==> src/rtl/pmem_pkg.sv <==
// Package: shared constants and address-field mapping helpers for the
// byte-parity memory status register. Assumes a 22-bit bus address and a
// 16-bit data word split into 8-bit bytes.
package pmem_pkg;
    localparam int ADDR_W  = 22;
    localparam int DATA_W  = 16;
    localparam int BYTE_W  = 8;
    localparam int NBYTES  = DATA_W / BYTE_W;
    localparam int CAP_LO  = 11;
    localparam int CAP_W   = ADDR_W - CAP_LO;
    localparam int FIELD_W = 7;

    localparam int B_FLAG = 15;
    localparam int B_XEA  = 14;
    localparam int B_FHI  = 11;
    localparam int B_FLO  = 5;
    localparam int B_WWP  = 2;
    localparam int B_PEE  = 0;

    localparam logic [ADDR_W-1:0] CSR_BASE = 22'o17772100;

    // Field contents shown for a recorded address and view select
    function automatic logic [FIELD_W-1:0] field_view(
        input logic [CAP_W-1:0] cap, input logic xea);
        if (xea) return {cap[6:4], cap[10:7]};
        return cap[6:0];
    endfunction

    // Recorded address after software writes the field in a given view
    function automatic logic [CAP_W-1:0] field_store(
        input logic [CAP_W-1:0] cap, input logic xea,
        input logic [FIELD_W-1:0] fld);
        logic [CAP_W-1:0] n;
        n = cap;
        if (xea) begin
            n[6:4]  = fld[6:4];
            n[10:7] = fld[3:0];
        end else begin
            n[6:0] = fld;
        end
        return n;
    endfunction
endpackage

==> src/rtl/pmem_wpar_gen.sv <==
// Module: write-path parity generator. Produces one even-parity bit per
// byte, optionally inverted for diagnostic wrong-parity writes.
// Assumes DATA_W is a whole number of BYTE_W bytes.
module pmem_wpar_gen #(
    parameter int DATA_W = 16,
    parameter int BYTE_W = 8,
    localparam int NB = DATA_W / BYTE_W
) (
    input  logic [DATA_W-1:0] wdata,
    input  logic              invert,
    output logic [NB-1:0]     wpar
);
    for (genvar b = 0; b < NB; b++) begin : g_byte
        // Parity of one byte, flipped in wrong-parity mode
        assign wpar[b] = (^wdata[b*BYTE_W +: BYTE_W]) ^ invert;
    end
endmodule

==> src/rtl/pmem_rpar_chk.sv <==
// Module: read-path parity checker. Flags each byte whose data XOR differs
// from its stored parity bit and raises one error when a valid read has
// any mismatching byte. Purely combinational.
module pmem_rpar_chk #(
    parameter int DATA_W = 16,
    parameter int BYTE_W = 8,
    localparam int NB = DATA_W / BYTE_W
) (
    input  logic [DATA_W-1:0] rdata,
    input  logic [NB-1:0]     rpar,
    input  logic              rd_valid,
    output logic              err
);
    logic [NB-1:0] mism;

    for (genvar b = 0; b < NB; b++) begin : g_byte
        // Per-byte comparison against the stored bit
        assign mism[b] = (^rdata[b*BYTE_W +: BYTE_W]) != rpar[b];
    end

    // Any mismatching byte on a valid read is an error
    assign err = rd_valid && (|mism);
endmodule

==> src/rtl/pmem_csr_regs.sv <==
// Module: storage for the status register bits and the recorded failing
// address. Power-up reset clears all; bus init clears all but the address.
// A parity error overrides a same-cycle software write for the flag and
// the recorded address.
module pmem_csr_regs
    import pmem_pkg::*;
(
    input  logic              clk,
    input  logic              rst_n,
    input  logic              bus_init,
    input  logic              csr_we,
    input  logic [DATA_W-1:0] wdata,
    input  logic              err_evt,
    input  logic [CAP_W-1:0]  err_cap,
    input  logic              clr_ok,
    output logic              flag,
    output logic              xea,
    output logic              wwp,
    output logic              pee,
    output logic [CAP_W-1:0]  cap
);
    logic unused_wbits;
    assign unused_wbits = ^{wdata[13:12], wdata[4:3], wdata[1]};

    // Control bits: reset, init, software write, error set
    always_ff @(posedge clk) begin
        if (!rst_n) begin
            flag <= 1'b0;
            xea  <= 1'b0;
            wwp  <= 1'b0;
            pee  <= 1'b0;
        end else begin
            if (bus_init) begin
                flag <= 1'b0;
                xea  <= 1'b0;
                wwp  <= 1'b0;
                pee  <= 1'b0;
            end else if (csr_we) begin
                flag <= wdata[B_FLAG];
                xea  <= wdata[B_XEA];
                wwp  <= wdata[B_WWP];
                if (wdata[B_PEE] || clr_ok) pee <= wdata[B_PEE];
            end
            if (err_evt) flag <= 1'b1;
        end
    end

    // Recorded address: survives bus init, written by software or error
    always_ff @(posedge clk) begin
        if (!rst_n) begin
            cap <= '0;
        end else if (err_evt) begin
            cap <= err_cap;
        end else if (csr_we && !bus_init) begin
            cap <= field_store(cap, xea, wdata[B_FHI:B_FLO]);
        end
    end

    a_r6_flag_on_error: assert property (@(posedge clk) disable iff (!rst_n)
        err_evt |=> flag);
    a_r6_capture_address: assert property (@(posedge clk) disable iff (!rst_n)
        err_evt |=> cap == $past(err_cap));
    a_r4_init_clears: assert property (@(posedge clk) disable iff (!rst_n)
        (bus_init && !err_evt) |=> (!flag && !xea && !wwp && !pee));
    a_r4_init_keeps_address: assert property (@(posedge clk) disable iff (!rst_n)
        (bus_init && !err_evt) |=> $stable(cap));
    a_r9_enable_locked: assert property (@(posedge clk) disable iff (!rst_n)
        (pee && !clr_ok && !bus_init) |=> pee);
endmodule

==> src/rtl/pmem_csr.sv <==
// Module: top of the byte-parity memory status register. Decodes the
// strap-selected register address, muxes read data, generates write
// parity, checks read parity and drives the bus error report lines.
// Assumes single-cycle register strobes and combinational read response.
module pmem_csr
    import pmem_pkg::*;
(
    input  logic                 clk,
    input  logic                 rst_n,
    input  logic                 bus_init,
    input  logic [ADDR_W-1:0]    reg_addr,
    input  logic                 reg_wr,
    input  logic                 reg_rd,
    input  logic [DATA_W-1:0]    reg_wdata,
    output logic [DATA_W-1:0]    reg_rdata,
    output logic                 reg_ack,
    input  logic [DATA_W-1:0]    mem_wdata,
    output logic [NBYTES-1:0]    mem_wpar,
    input  logic                 mem_rd_valid,
    input  logic [DATA_W-1:0]    mem_rdata,
    input  logic [NBYTES-1:0]    mem_rpar,
    input  logic [ADDR_W-1:0]    mem_addr,
    output logic                 par_err_d16,
    output logic                 par_err_d17,
    input  logic                 strap_csr_en,
    input  logic [2:0]           strap_csr_sel,
    input  logic                 strap_rpt_both,
    input  logic                 strap_wwp_en,
    input  logic                 strap_pee_clr_ok
);
    logic [ADDR_W-1:0] my_addr;
    logic              hit;
    logic              err_evt;
    logic              flag, xea, wwp, pee;
    logic [CAP_W-1:0]  cap;
    logic              unused_maddr;

    assign unused_maddr = ^mem_addr[CAP_LO-1:0];

    // Register address selected by the straps
    assign my_addr = CSR_BASE + {{(ADDR_W-4){1'b0}}, strap_csr_sel, 1'b0};
    assign hit     = strap_csr_en && (reg_addr == my_addr);
    assign reg_ack = hit && (reg_rd || reg_wr);

    // Read data assembly; unused bits read zero
    always_comb begin
        reg_rdata = '0;
        if (hit && reg_rd) begin
            reg_rdata[B_FLAG]        = flag;
            reg_rdata[B_XEA]         = xea;
            reg_rdata[B_FHI:B_FLO]   = field_view(cap, xea);
            reg_rdata[B_WWP]         = wwp;
            reg_rdata[B_PEE]         = pee;
        end
    end

    pmem_wpar_gen #(.DATA_W(DATA_W), .BYTE_W(BYTE_W)) u_wgen (
        .wdata (mem_wdata),
        .invert(wwp && strap_wwp_en),
        .wpar  (mem_wpar)
    );

    pmem_rpar_chk #(.DATA_W(DATA_W), .BYTE_W(BYTE_W)) u_rchk (
        .rdata   (mem_rdata),
        .rpar    (mem_rpar),
        .rd_valid(mem_rd_valid),
        .err     (err_evt)
    );

    pmem_csr_regs u_regs (
        .clk     (clk),
        .rst_n   (rst_n),
        .bus_init(bus_init),
        .csr_we  (hit && reg_wr),
        .wdata   (reg_wdata),
        .err_evt (err_evt),
        .err_cap (mem_addr[ADDR_W-1:CAP_LO]),
        .clr_ok  (strap_pee_clr_ok),
        .flag    (flag),
        .xea     (xea),
        .wwp     (wwp),
        .pee     (pee),
        .cap     (cap)
    );

    // Bus report lines follow the error in the same cycle
    assign par_err_d16 = err_evt && pee;
    assign par_err_d17 = err_evt && pee && strap_rpt_both;

    a_r2_silent_when_disabled: assert property (@(posedge clk) disable iff (!rst_n)
        !strap_csr_en |-> (!reg_ack && reg_rdata == '0));
    a_r8_d17_needs_d16: assert property (@(posedge clk) disable iff (!rst_n)
        par_err_d17 |-> par_err_d16);
    a_r8_no_report_unless_enabled: assert property (@(posedge clk) disable iff (!rst_n)
        !pee |-> (!par_err_d16 && !par_err_d17));
endmodule

==> config.mk <==
export PLATFORM = sky130hd
export DESIGN_NAME = pmem_csr
export DESIGN_NICKNAME = d
export VERILOG_FILES = /design/src/rtl/pmem_pkg.sv /design/src/rtl/pmem_wpar_gen.sv /design/src/rtl/pmem_rpar_chk.sv /design/src/rtl/pmem_csr_regs.sv /design/src/rtl/pmem_csr.sv
export SDC_FILE = /design/constraint.sdc
export NUM_CORES = 1
export LEC_CHECK = 0
export BUFFER_PORTS_ARGS = -buffer_cell sky130_fd_sc_hd__buf_2
export CAP_MARGIN = 20
export CORE_ASPECT_RATIO = 2
export CORE_UTILIZATION = 41
export DETAILED_ROUTE_END_ITERATION = 10
export GPL_TIMING_DRIVEN = 0
export PLACE_DENSITY = 0.87
export SLEW_MARGIN = 20
export SYNTH_ARGS = -nofsm -noshare
export SYNTH_HDL_FRONTEND = slang
export SYNTH_SLANG_ARGS = --single-unit
==> constraint.sdc <==
create_clock -name clk -period 4.05 [get_ports clk]
set_input_delay 0.6075 -clock clk [delete_from_list [all_inputs] [get_ports clk]]
set_output_delay 0.6075 -clock clk [all_outputs]
set_load 0.005 [all_outputs]
==> results of run 1 <==
-- layout make-up --
class,instances,area (um2)
Tap cell,32,40.0
Multi-Input combinational cell,122,1020
Clock inverter,1,5.00
Clock buffer,3,41.3
Fill cell,288,1310
Sequential cell,15,300
Inverter,4,15.0
Buffer,14,113
Timing Repair Buffer,106,531
-- cell usage after synthesis, drive strengths merged --
library cell / instances
a31o: 1
nor4: 2
and4: 1
dlygate4sd3: 1
and4b: 1
nand4bb: 3
mux2i: 17
inv: 4
a21o: 1
xor2: 9
a21oi: 3
dfxtp: 15
a211oi: 22
nand2b: 1
nor2: 10
clkbuf: 1
nand4: 5
nand4b: 1
and2: 7
xnor2: 22
conb: 1
o21a: 1
xnor3: 2
and3: 3
o21ai: 1
buf: 12
nand2: 3
nor3b: 1
-- stage by stage --
| step | setup slack (ns) | hold slack, ns | total power (uW) |
|---|---|---|---|
| global route | 1.16 | 0.547 | 615 |
| detailed placement | 1.26 | 0.481 | 462 |
| CTS | 1.26 | 0.490 | 585 |
| global placement | 1.29 | 0.476 | 451 |
| floorplan | 1.66 | 0.462 | 379 |
| finish | 1.28 | 0.489 | 580 |
-- routing by layer --
layer | vias to the layer above | GRT usage [%]
li1 | 762 | -
met1 | 649 | 13.0
met2 | 77 | 40.4
met3 | 8 | 1.89
met4 | 0 | 10.2
met5 | - | 0
-- critical path, stage by stage --
cell,delay (ns)
buf_2,0.10
xor2_1,0.15
xnor3_1,0.42
xnor2_1,0.35
a21oi_1,0.20
and3_1,0.22
buf_2,0.12
-- sequential cells by signal (all words and copies together) (netlist names) --
name / count
u_regs.pee: 1
u_regs.xea: 1
u_regs.cap: 11
u_regs.flag: 1
u_regs.wwp: 1
-- cell families after synthesis --
group | synth area share (%)
XOR/XNOR | 22.1
AO/OA/AOI/OAI | 18.4
AND/OR/NAND/NOR | 17.5
flip-flops | 20.9
multiplexers | 11.9
other | 0.262
buffers and inverters | 8.90
-- power groups by stage --
stage	Combinational (uW)	Sequential [uW]	Clock (uW)
2_1_floorplan	196	183	0
3_3_place_gp	267	184	0
3_5_place_dp	276	186	0
4_1_cts	277	183	125
5_1_grt	301	185	129
6_report	275	182	123
-- layout by cell type, fill, tap and decap left out, types with 2 or more instances in the layout --
cell type,count
conb_1,5
mux2i_1,17
and2_1,7
nand4_1,5
nand4bb_1,3
nor2_1,10
inv_1,4
buf_4,8
dfxtp_1,15
nand2_1,3
and3_1,3
buf_6,3
a211oi_1,11
xor2_1,9
buf_2,107
clkbuf_8,3
a211oi_2,11
xnor2_1,22
a21oi_1,3
xnor3_1,2
-- worst max path at each step --
stage                  end
2_1_floorplan  par_err_d17
3_3_place_gp   par_err_d17
3_5_place_dp   par_err_d17
4_1_cts        par_err_d17
5_1_grt        par_err_d17
6_report       par_err_d17
==> flow_summary.yaml, run 1 <==
floorplanning:
  io_pins: 128
  num_rows: 30
  start_util_pct: 42.4
  core_um2: 3380
  dieArea_um2: 3750
  die_height_um: 85.6
  dieWidth_um: 43.8
global_route:
  antenna_found_initial: 0
  gr-usage-all-layers_pct: 18.5
  grt_pass1_vias: 1482
  grt_pass1_wl_um: 5430
  grt-ovfl-total: 0
  grt_max_degree: 11
sta:
  finalSetupViolCount: 0
  finClkSkew_ns: 0.000266
  finalCriticalPeriod_ns: 2.77
  drv_slew: 0
  rsz0062_at_grt: "no"
  tightest_slew_ns: 0.567
  max_freq_mhz: 360
  period_share_pct: 68.5
  finalSetupTns_ns: 0
  maxSlewHeadroom_pct: 62.1
  finalHoldViolCount: 0
yosys:
  ys_seq_area_share_pct: 20.9
  synth_top_cell_by_area: "dfxtp_1"
  synth.top_cell.area_share_pct: 20.9
  synth_area_per_cell_um2: 9.50
  ys_ff_latch: 15
  yosysWarnings: 0
  synthTopCellsByArea: "dfxtp_1 (21%), xnor2_1 (13%), mux2i_1 (12%), a211oi_2 (9.6%), a211oi_1 (5.8%)"
  yosysUniqueCellTypes: 32
  syn_area_um2: 1430
  netlist_instances: 151
worst_setup_path:
  critPathKind: "input port to output port"
  worstReg2RegEnd: "u_regs.cap[8]$_SDFFE_PN0P_"
  r2r_slack_ns: 2.43
  worstPathArrival_ns: 2.17
  required_ns: 3.44
  end_kind: "output port"
  critPathLaunchType: "input port"
  reg2regPathDepth: 7
  r2r-start: "u_regs.xea$_SDFFE_PP0P_"
  crit_start: "mem_rdata[10]"
  path_max_fanout: 4
finish:
  stdcell_count: 297
  finalInstanceArea_um2: 2070
  area_growth_pct: 44.1
  final_core_util_pct: 61.1
  nNetsFinal: 373
  diodes: 0
  final_layout_size_suffix_gt1_share_pct: 51.3
detailed_routing:
  first_pass_iters: 8
  routed.top_layer: "met4"
  drt_iter0_drc: 18
  wl_met1_um: 1020
  via_per_inst: 5.04
  route.detailed.drc: 10
  wl_um: 3460
  wl_met3_um: 271
  vias: 1496
  wire_per_inst_um: 11.6
  drt.antenna.violating_nets: 0
  wl_met2_um: 2090
power:
  switching_power_uw: 194
  powerDensity_nw_per_um2: 281
  clkPwrFrac_pct: 21.2
  power.internal_uw: 387
  swShare_pct: 33.4
  leakage_uw: 0.000991
  seqPwrFrac_pct: 31.4
  p_comb_share_pct: 47.4
  vdd_drop_max_mv: 0.240
clock_tree:
  post_cts_buffers: 0
  holdBufCountCts: 0
  cts_tree: "yes"
  clkSlewWorstSetupHoldPaths_ns: 0.06
  cts-root-buf: "clkbuf_8"
  clk_latency_ns: 0.25
  ctsResizeCount: 0
  cts_buffers: 3
  clk_path_buf_depth: 2
  cts_htree_levels: 1
  clock-sinks: 15
min_path:
  hold_start: "u_regs.pee$_SDFFE_PP0P_"
  min_to: "u_regs.pee$_SDFFE_PP0P_"
  hp-class: "flip-flop to flip-flop"
  hold_depth: 2
placement:
  placed_cells_incl_taps: 293
  numPortBuffers: 106
  post_dp_cell_area_um2: 2020
  place_congestion: 0.871
  place_hpwl_um: 3090
run_status:
  status: "finished with violations"
  violations: "design-rule violations"
job:
  drv_cap: 0
Power figures use the tool's default switching activity.
==> inputs of run 2 (changes only) <==
--- a/config.mk
+++ b/config.mk
@@ -8,10 +8,10 @@
 export BUFFER_PORTS_ARGS = -buffer_cell sky130_fd_sc_hd__buf_2
 export CAP_MARGIN = 20
 export CORE_ASPECT_RATIO = 2
-export CORE_UTILIZATION = 41
+export CORE_UTILIZATION = 38
 export DETAILED_ROUTE_END_ITERATION = 10
 export GPL_TIMING_DRIVEN = 0
-export PLACE_DENSITY = 0.87
+export PLACE_DENSITY = 0.81
 export SLEW_MARGIN = 20
 export SYNTH_ARGS = -nofsm -noshare
 export SYNTH_HDL_FRONTEND = slang
==> constraint.sdc (replaced) <==
create_clock -name clk -period 2.8 [get_ports clk]
set_input_delay 0.42 -clock clk [delete_from_list [all_inputs] [get_ports clk]]
set_output_delay 0.42 -clock clk [all_outputs]
set_load 0.005 [all_outputs]
==> run 2 against run 1 <==
Global-route usage decreased by 1.5 points; sequential power increased by 45%; largest power group unchanged; first-iteration DRC count fell by 39%; worst hold slack got worse by 0.074 ns; power rose by 43%; non-clock buffer count unchanged; clock skew increased by 0.00086 ns; the run now ends clean; highest routed layer unchanged; largest cell class unchanged.
==> flow_summary.yaml, run 2 (synthesis results as in run 1) <==
run_status:
  status: "complete, no violations"
power:
  swShare_pct: 32.2
  power.internal_uw: 561
  powerDensity_nw_per_um2: 397
  leakage_uw: 0.000988
  seqPwrFrac_pct: 31.9
  vdd_drop_max_mv: 0.277
  clkPwrFrac_pct: 20.5
  p_comb_share_pct: 47.6
  switching_power_uw: 266
worst_setup_path:
  max_stage_delay_ns: 0.42
  cpMostUsedCell: "buf_2"
  end_kind: "output port"
  crit_chain: "buf_2, xor2_1, xnor3_1, xnor2_1, a21oi_1, and3_1, buf_2"
  critPathTopFamily: "XOR/XNOR gates"
  path_max_fanout: 4
  critPathLaunchType: "input port"
  crit_slowest_cell: "xnor3_1"
  required_ns: 2.38
  critPathKind: "input port to output port"
  critPathBufInv: 2
  r2r_slack_ns: 1.19
  worstPathArrival_ns: 1.97
detailed_routing:
  first_pass_iters: 4
  routed.top_layer: "met4"
  wl_met1_um: 1140
  route.detailed.drc: 0
  vias: 1486
  wire_per_inst_um: 10.9
  wl_um: 3420
  wl_met2_um: 2050
  wl_met3_um: 213
  via_per_inst: 4.73
  drt.antenna.violating_nets: 0
  drt_iter0_drc: 11
sta:
  finalSetupViolCount: 0
  finalHoldViolCount: 0
  finalCriticalPeriod_ns: 2.39
  tightest_slew_ns: 0.562
  period_share_pct: 85.4
  finClkSkew_ns: 0.00113
  rsz0062_at_grt: "no"
  max_freq_mhz: 418
  maxSlewHeadroom_pct: 62.4
  drv_slew: 0
  finalSetupTns_ns: 0
floorplanning:
  dieWidth_um: 45.4
  num_rows: 31
  io_pins: 128
  die_height_um: 88.9
  core_um2: 3610
  start_util_pct: 39.8
  dieArea_um2: 4040
finish:
  final_layout_size_suffix_gt1_share_pct: 50.9
  nNetsFinal: 373
  stdcell_count: 314
  diodes: 0
  nFillCells: 350
  final_core_util_pct: 57.8
  max_flop_register: "u_regs.cap"
  area_growth_pct: 45.5
  layout_common_cells: "buf_2 (107), xnor2_1 (22), mux2i_1 (17)"
  finalInstanceArea_um2: 2090
  final_common_cell: "buf_2"
  largest_reg_flops: 11
placement:
  placed_cells_incl_taps: 310
  numPortBuffers: 106
  place_congestion: 0.767
  post_dp_cell_area_um2: 2040
  place_hpwl_um: 3050
global_route:
  grt_pass1_wl_um: 5290
  antenna_found_initial: 0
  grt-ovfl-total: 0
  gr-usage-all-layers_pct: 17.0
  grt_pass1_vias: 1417
  grt_max_degree: 11
job:
  drv_cap: 0
clock_tree:
  clk_path_buf_depth: 2
  cts_buffers: 3
  clk_latency_ns: 0.24
  clock-sinks: 15
  post_cts_buffers: 0
  holdBufCountCts: 0
  cts_htree_levels: 1
  ctsResizeCount: 0
  cts-root-buf: "clkbuf_8"
  cts_tree: "yes"
  clkSlewWorstSetupHoldPaths_ns: 0.06
min_path:
  hp-class: "input port to flip-flop"
run 2: cell type report:
cell class / count / area, um2 / share of cell area, %
Timing Repair Buffer: 106 / 531 / 25.4
Multi-Input combinational cell: 122 / 1020 / 49.0
Tap cell: 49 / 61.3 / 2.94
Clock buffer: 4 / 45.0 / 2.16
Inverter: 4 / 15.0 / 0.720
Sequential cell: 15 / 300 / 14.4
Buffer: 14 / 113 / 5.40
run 2: path summary, 6_finish.rpt:
| path | start | to | cells after the start |
|---|---|---|---|
| setup reg to reg | u_regs.xea$_SDFFE_PP0P_ | u_regs.cap[10]$_SDFFE_PN0P_ | 7 |
| hold reg to reg | u_regs.pee$_SDFFE_PP0P_ | u_regs.pee$_SDFFE_PP0P_ | 2 |
| hold / removal | rst_n | u_regs.flag$_SDFFE_PN0P_ | 2 |
| setup / recovery | mem_rdata[10] | par_err_d17 | 7 |
run 2: routing by layer:
layer	GRT usage [%]	up-vias
li1	-	759
met1	13.9	662
met2	37.3	63
met3	2.65	2
met4	3.58	0
met5	0	-
run 2: through the flow:
step | setup WS [ns] | hold slack (ns) | power [uW]
finish | 0.409 | 0.415 | 827
global route | 0.235 | 0.418 | 895
CTS | 0.385 | 0.411 | 842
detailed placement | 0.388 | 0.499 | 667
global placement | 0.404 | 0.479 | 657
floorplan | 0.789 | 0.462 | 548
run 2: power by group through the flow:
stage / clock [uW] / sequential [uW] / combinational, uW
final: 170 / 264 / 394
after global routing: 189 / 269 / 437
after CTS: 178 / 264 / 400
after detailed placement: 0 / 268 / 399
after global placement: 0 / 267 / 390
after floorplan: 0 / 265 / 283
==> inputs of run 3 (changes only) <==
--- a/config.mk
+++ b/config.mk
@@ -8,11 +8,11 @@
 export BUFFER_PORTS_ARGS = -buffer_cell sky130_fd_sc_hd__buf_2
 export CAP_MARGIN = 20
 export CORE_ASPECT_RATIO = 2
-export CORE_UTILIZATION = 38
+export CORE_UTILIZATION = 31
 export DETAILED_ROUTE_END_ITERATION = 10
 export GPL_TIMING_DRIVEN = 0
-export PLACE_DENSITY = 0.81
-export SLEW_MARGIN = 20
+export PLACE_DENSITY = 0.69
 export SYNTH_ARGS = -nofsm -noshare
 export SYNTH_HDL_FRONTEND = slang
+export SYNTH_HIERARCHICAL = 1
 export SYNTH_SLANG_ARGS = --single-unit
==> run 3 against run 2 <==
Flip-flop and latch count unchanged; area after synthesis is 3.1% lower; non-clock buffer count stayed put; sequential share of layout area grew 0.28 points; final area down 1.9%; synthesized cell count fell by 1.3%; power shrank 1.8%; worst hold slack got worse by 0.0031 ns; die area is 18% higher; critical endpoint is now reg_rdata[5].
==> flow_summary.yaml, run 3 <==
worst_setup_path:
  required_ns: 2.38
  r2r-start: "u_regs/xea$_SDFFE_PP0P_"
  critPathBufInv: 3
  end_kind: "output port"
  path_max_fanout: 10
  critPathKind: "input port to output port"
  worstPathArrival_ns: 2.14
  critPathLaunchType: "input port"
  crit_slowest_cell: "or4b_1"
  critPathTopFamily: "simple AND/OR/NAND/NOR gates"
  max_stage_delay_ns: 0.52
  crit_start: "reg_addr[9]"
  crit_chain: "buf_2, or4b_1, or4_4, buf_6, nor4_1, buf_2"
  cpMostUsedCell: "buf_2"
yosys:
  synth_compound_area_share_pct: 12.7
  ys_ff_latch: 15
  synthXorXnorAreaFrac_pct: 24.6
  synth_fa_ha_area_share_pct: 0
  yosysUniqueCellTypes: 36
  synth_top_family_by_area: "XOR/XNOR gates"
  synth_simple_gate_area_share_pct: 19.9
  synth_top_cell_by_area: "dfxtp_1"
  ys_seq_area_share_pct: 21.6
  synth_edf_count: 0
  syn_area_um2: 1390
  yosysMostFrequentCell: "xnor2_1"
  yosysWarnings: 6
  synthArstFlopShare_pct: 0
  synth_common_cells: "xnor2_1 (19), mux2i_1 (18), dfxtp_1 (15), nor4_1 (12), nand2_1 (10)"
  synthTopCellsByArea: "dfxtp_1 (22%), mux2i_1 (13%), xnor2_1 (12%), xnor3_1 (6.5%), o311a_1 (5.8%)"
  netlist_instances: 149
  synth_area_per_cell_um2: 9.32
  synthFlopType: "dfxtp_1"
  synth.top_cell.area_share_pct: 21.6
  synthMuxAreaShare_pct: 13.0
floorplanning:
  io_pins: 128
  dieWidth_um: 49.3
  die_height_um: 96.7
  core_um2: 4340
  dieArea_um2: 4770
  num_rows: 34
  start_util_pct: 32.0
clock_tree:
  ctsResizeCount: 0
  cts_tree: "yes"
  cts-root-buf: "clkbuf_8"
  clock-sinks: 15
  clk_path_buf_depth: 2
  clkSlewWorstSetupHoldPaths_ns: 0.07
  post_cts_buffers: 0
  holdBufCountCts: 0
  clk_latency_ns: 0.25
  cts_htree_levels: 1
  cts_buffers: 3
run_status:
  status: "complete, no violations"
min_path:
  hp-class: "input port to flip-flop"
  hold_start: "reg_wdata[2]"
placement:
  place_congestion: 0.751
  place_hpwl_um: 3350
  numPortBuffers: 105
  pre_cts_ws_ns: 0.0389
finish:
  final_layout_size_suffix_gt1_share_pct: 48.1
  diodes: 0
  nFillCells: 454
  largest_reg_flops: 11
  final_common_cell: "buf_2"
  nNetsFinal: 370
  area_growth_pct: 47.3
  layout_common_cells: "buf_2 (106), xnor2_1 (19), mux2i_1 (18)"
  max_flop_register: "u_regs/cap"
sta:
  finalSetupViolCount: 0
  drv_slew: 0
  finalSetupTns_ns: 0
  finClkSkew_ns: 0.00621
  finalWorstSetupSlack_ns: 0.239
  finalCriticalPeriod_ns: 2.56
  max_freq_mhz: 390
  period_share_pct: 91.5
  finalHoldViolCount: 0
  rsz0062_at_grt: "no"
detailed_routing:
  wire_per_inst_um: 12.5
  via_per_inst: 4.83
  route.detailed.drc: 0
  first_pass_iters: 4
  wl_um: 3950
  drt_iter0_drc: 15
  vias: 1526
  drt.antenna.violating_nets: 0
global_route:
  grt_max_degree: 11
  antenna_found_initial: 0
  gr-usage-all-layers_pct: 17.0
  grt_pass1_wl_um: 6380
  grt-ovfl-total: 0
  grt_pass1_vias: 1552
power:
  leakage_uw: 0.00101
  vdd_drop_max_mv: 0.298
  powerDensity_nw_per_um2: 397
job:
  drv_cap: 0
## run 3: cell types whose count changed after synthesis, moves of 5 or more
cell | before | now
nor4_1 | 0 | 12
a211oi_1 | 11 | 0
a211oi_2 | 11 | 0
o311a_1 | 0 | 8
nand2_1 | 3 | 10
o21ai_0 | 1 | 7
and2_1 | 7 | 2
nor2_1 | 10 | 5
## run 3: final cells by class
cell class                 count  area (um2)  area share (%)
inverter                       1        3.75           0.183
clock inverter                 1        7.51           0.367
clock buffer                   3        41.3            2.02
sequential                    15         300            14.7
buffer                        15         106            5.20
tap                           54        67.6            3.30
timing repair buffer         105         526            25.7
multi-input combinational    122         993            48.6
## run 3: metrics by stage
stage	cells	hold WS [ns]	util (%)	instance area [um2]	power, uW
floorplan	153	0.475	-	1400	510
global placement	312	0.491	46.0	2000	624
detailed placement	312	0.504	46.0	2000	634
CTS	316	0.414	47.1	2050	818
global route	316	0.439	47.1	2050	860
finish	316	0.412	47.1	2050	813
## run 3: kinds of logic (layout without fill, tap and decap cells)
family,after synthesis,in the layout
DFF,15,15
and+or+nand+nor,43,43
xor gates and xnor gates,31,31
muxes,18,18
other,1,5
AOI/OAI and AO/OA,25,25
buffers and inverters,16,125
## run 3: routing by layer
layer / vias up / part of all wire (%) / routed length, um / GRT usage (%)
met3: 10 / 8.9 / 351 / 3.30
li1: 758 / - / - / -
met2: 87 / 56 / 2220 / 34.5
met1: 671 / 32 / 1270 / 14.6
met4: 0 / 2.8 / 110 / 7.69
met5: - / 0 / 0 / 0
## run 3: worst register-to-register path: cells and delay by family, from the launching register on
kind / cells / cell delay [ns]
DFF: 1 / 0.35
and+or+nand+nor: 1 / 0.35
AOI/OAI and AO/OA: 2 / 0.26
## run 3: final timing paths
path	depth (start not counted)	slack, ns	end
setup / recovery	6	0.24	reg_rdata[5]
hold / removal	3	0.41	u_regs/wwp$_SDFFE_PP0P_
setup reg to reg	3	1.72	u_regs/cap[0]$_SDFFE_PN0P_
hold reg to reg	1	0.52	u_regs/cap[1]$_SDFFE_PN0P_
## run 3: where the power goes
part | switching, uW | internal, uW | total, uW
registers | 19.3 | 251 | 270
logic | 156 | 202 | 358
clock network | 84.1 | 100 | 184
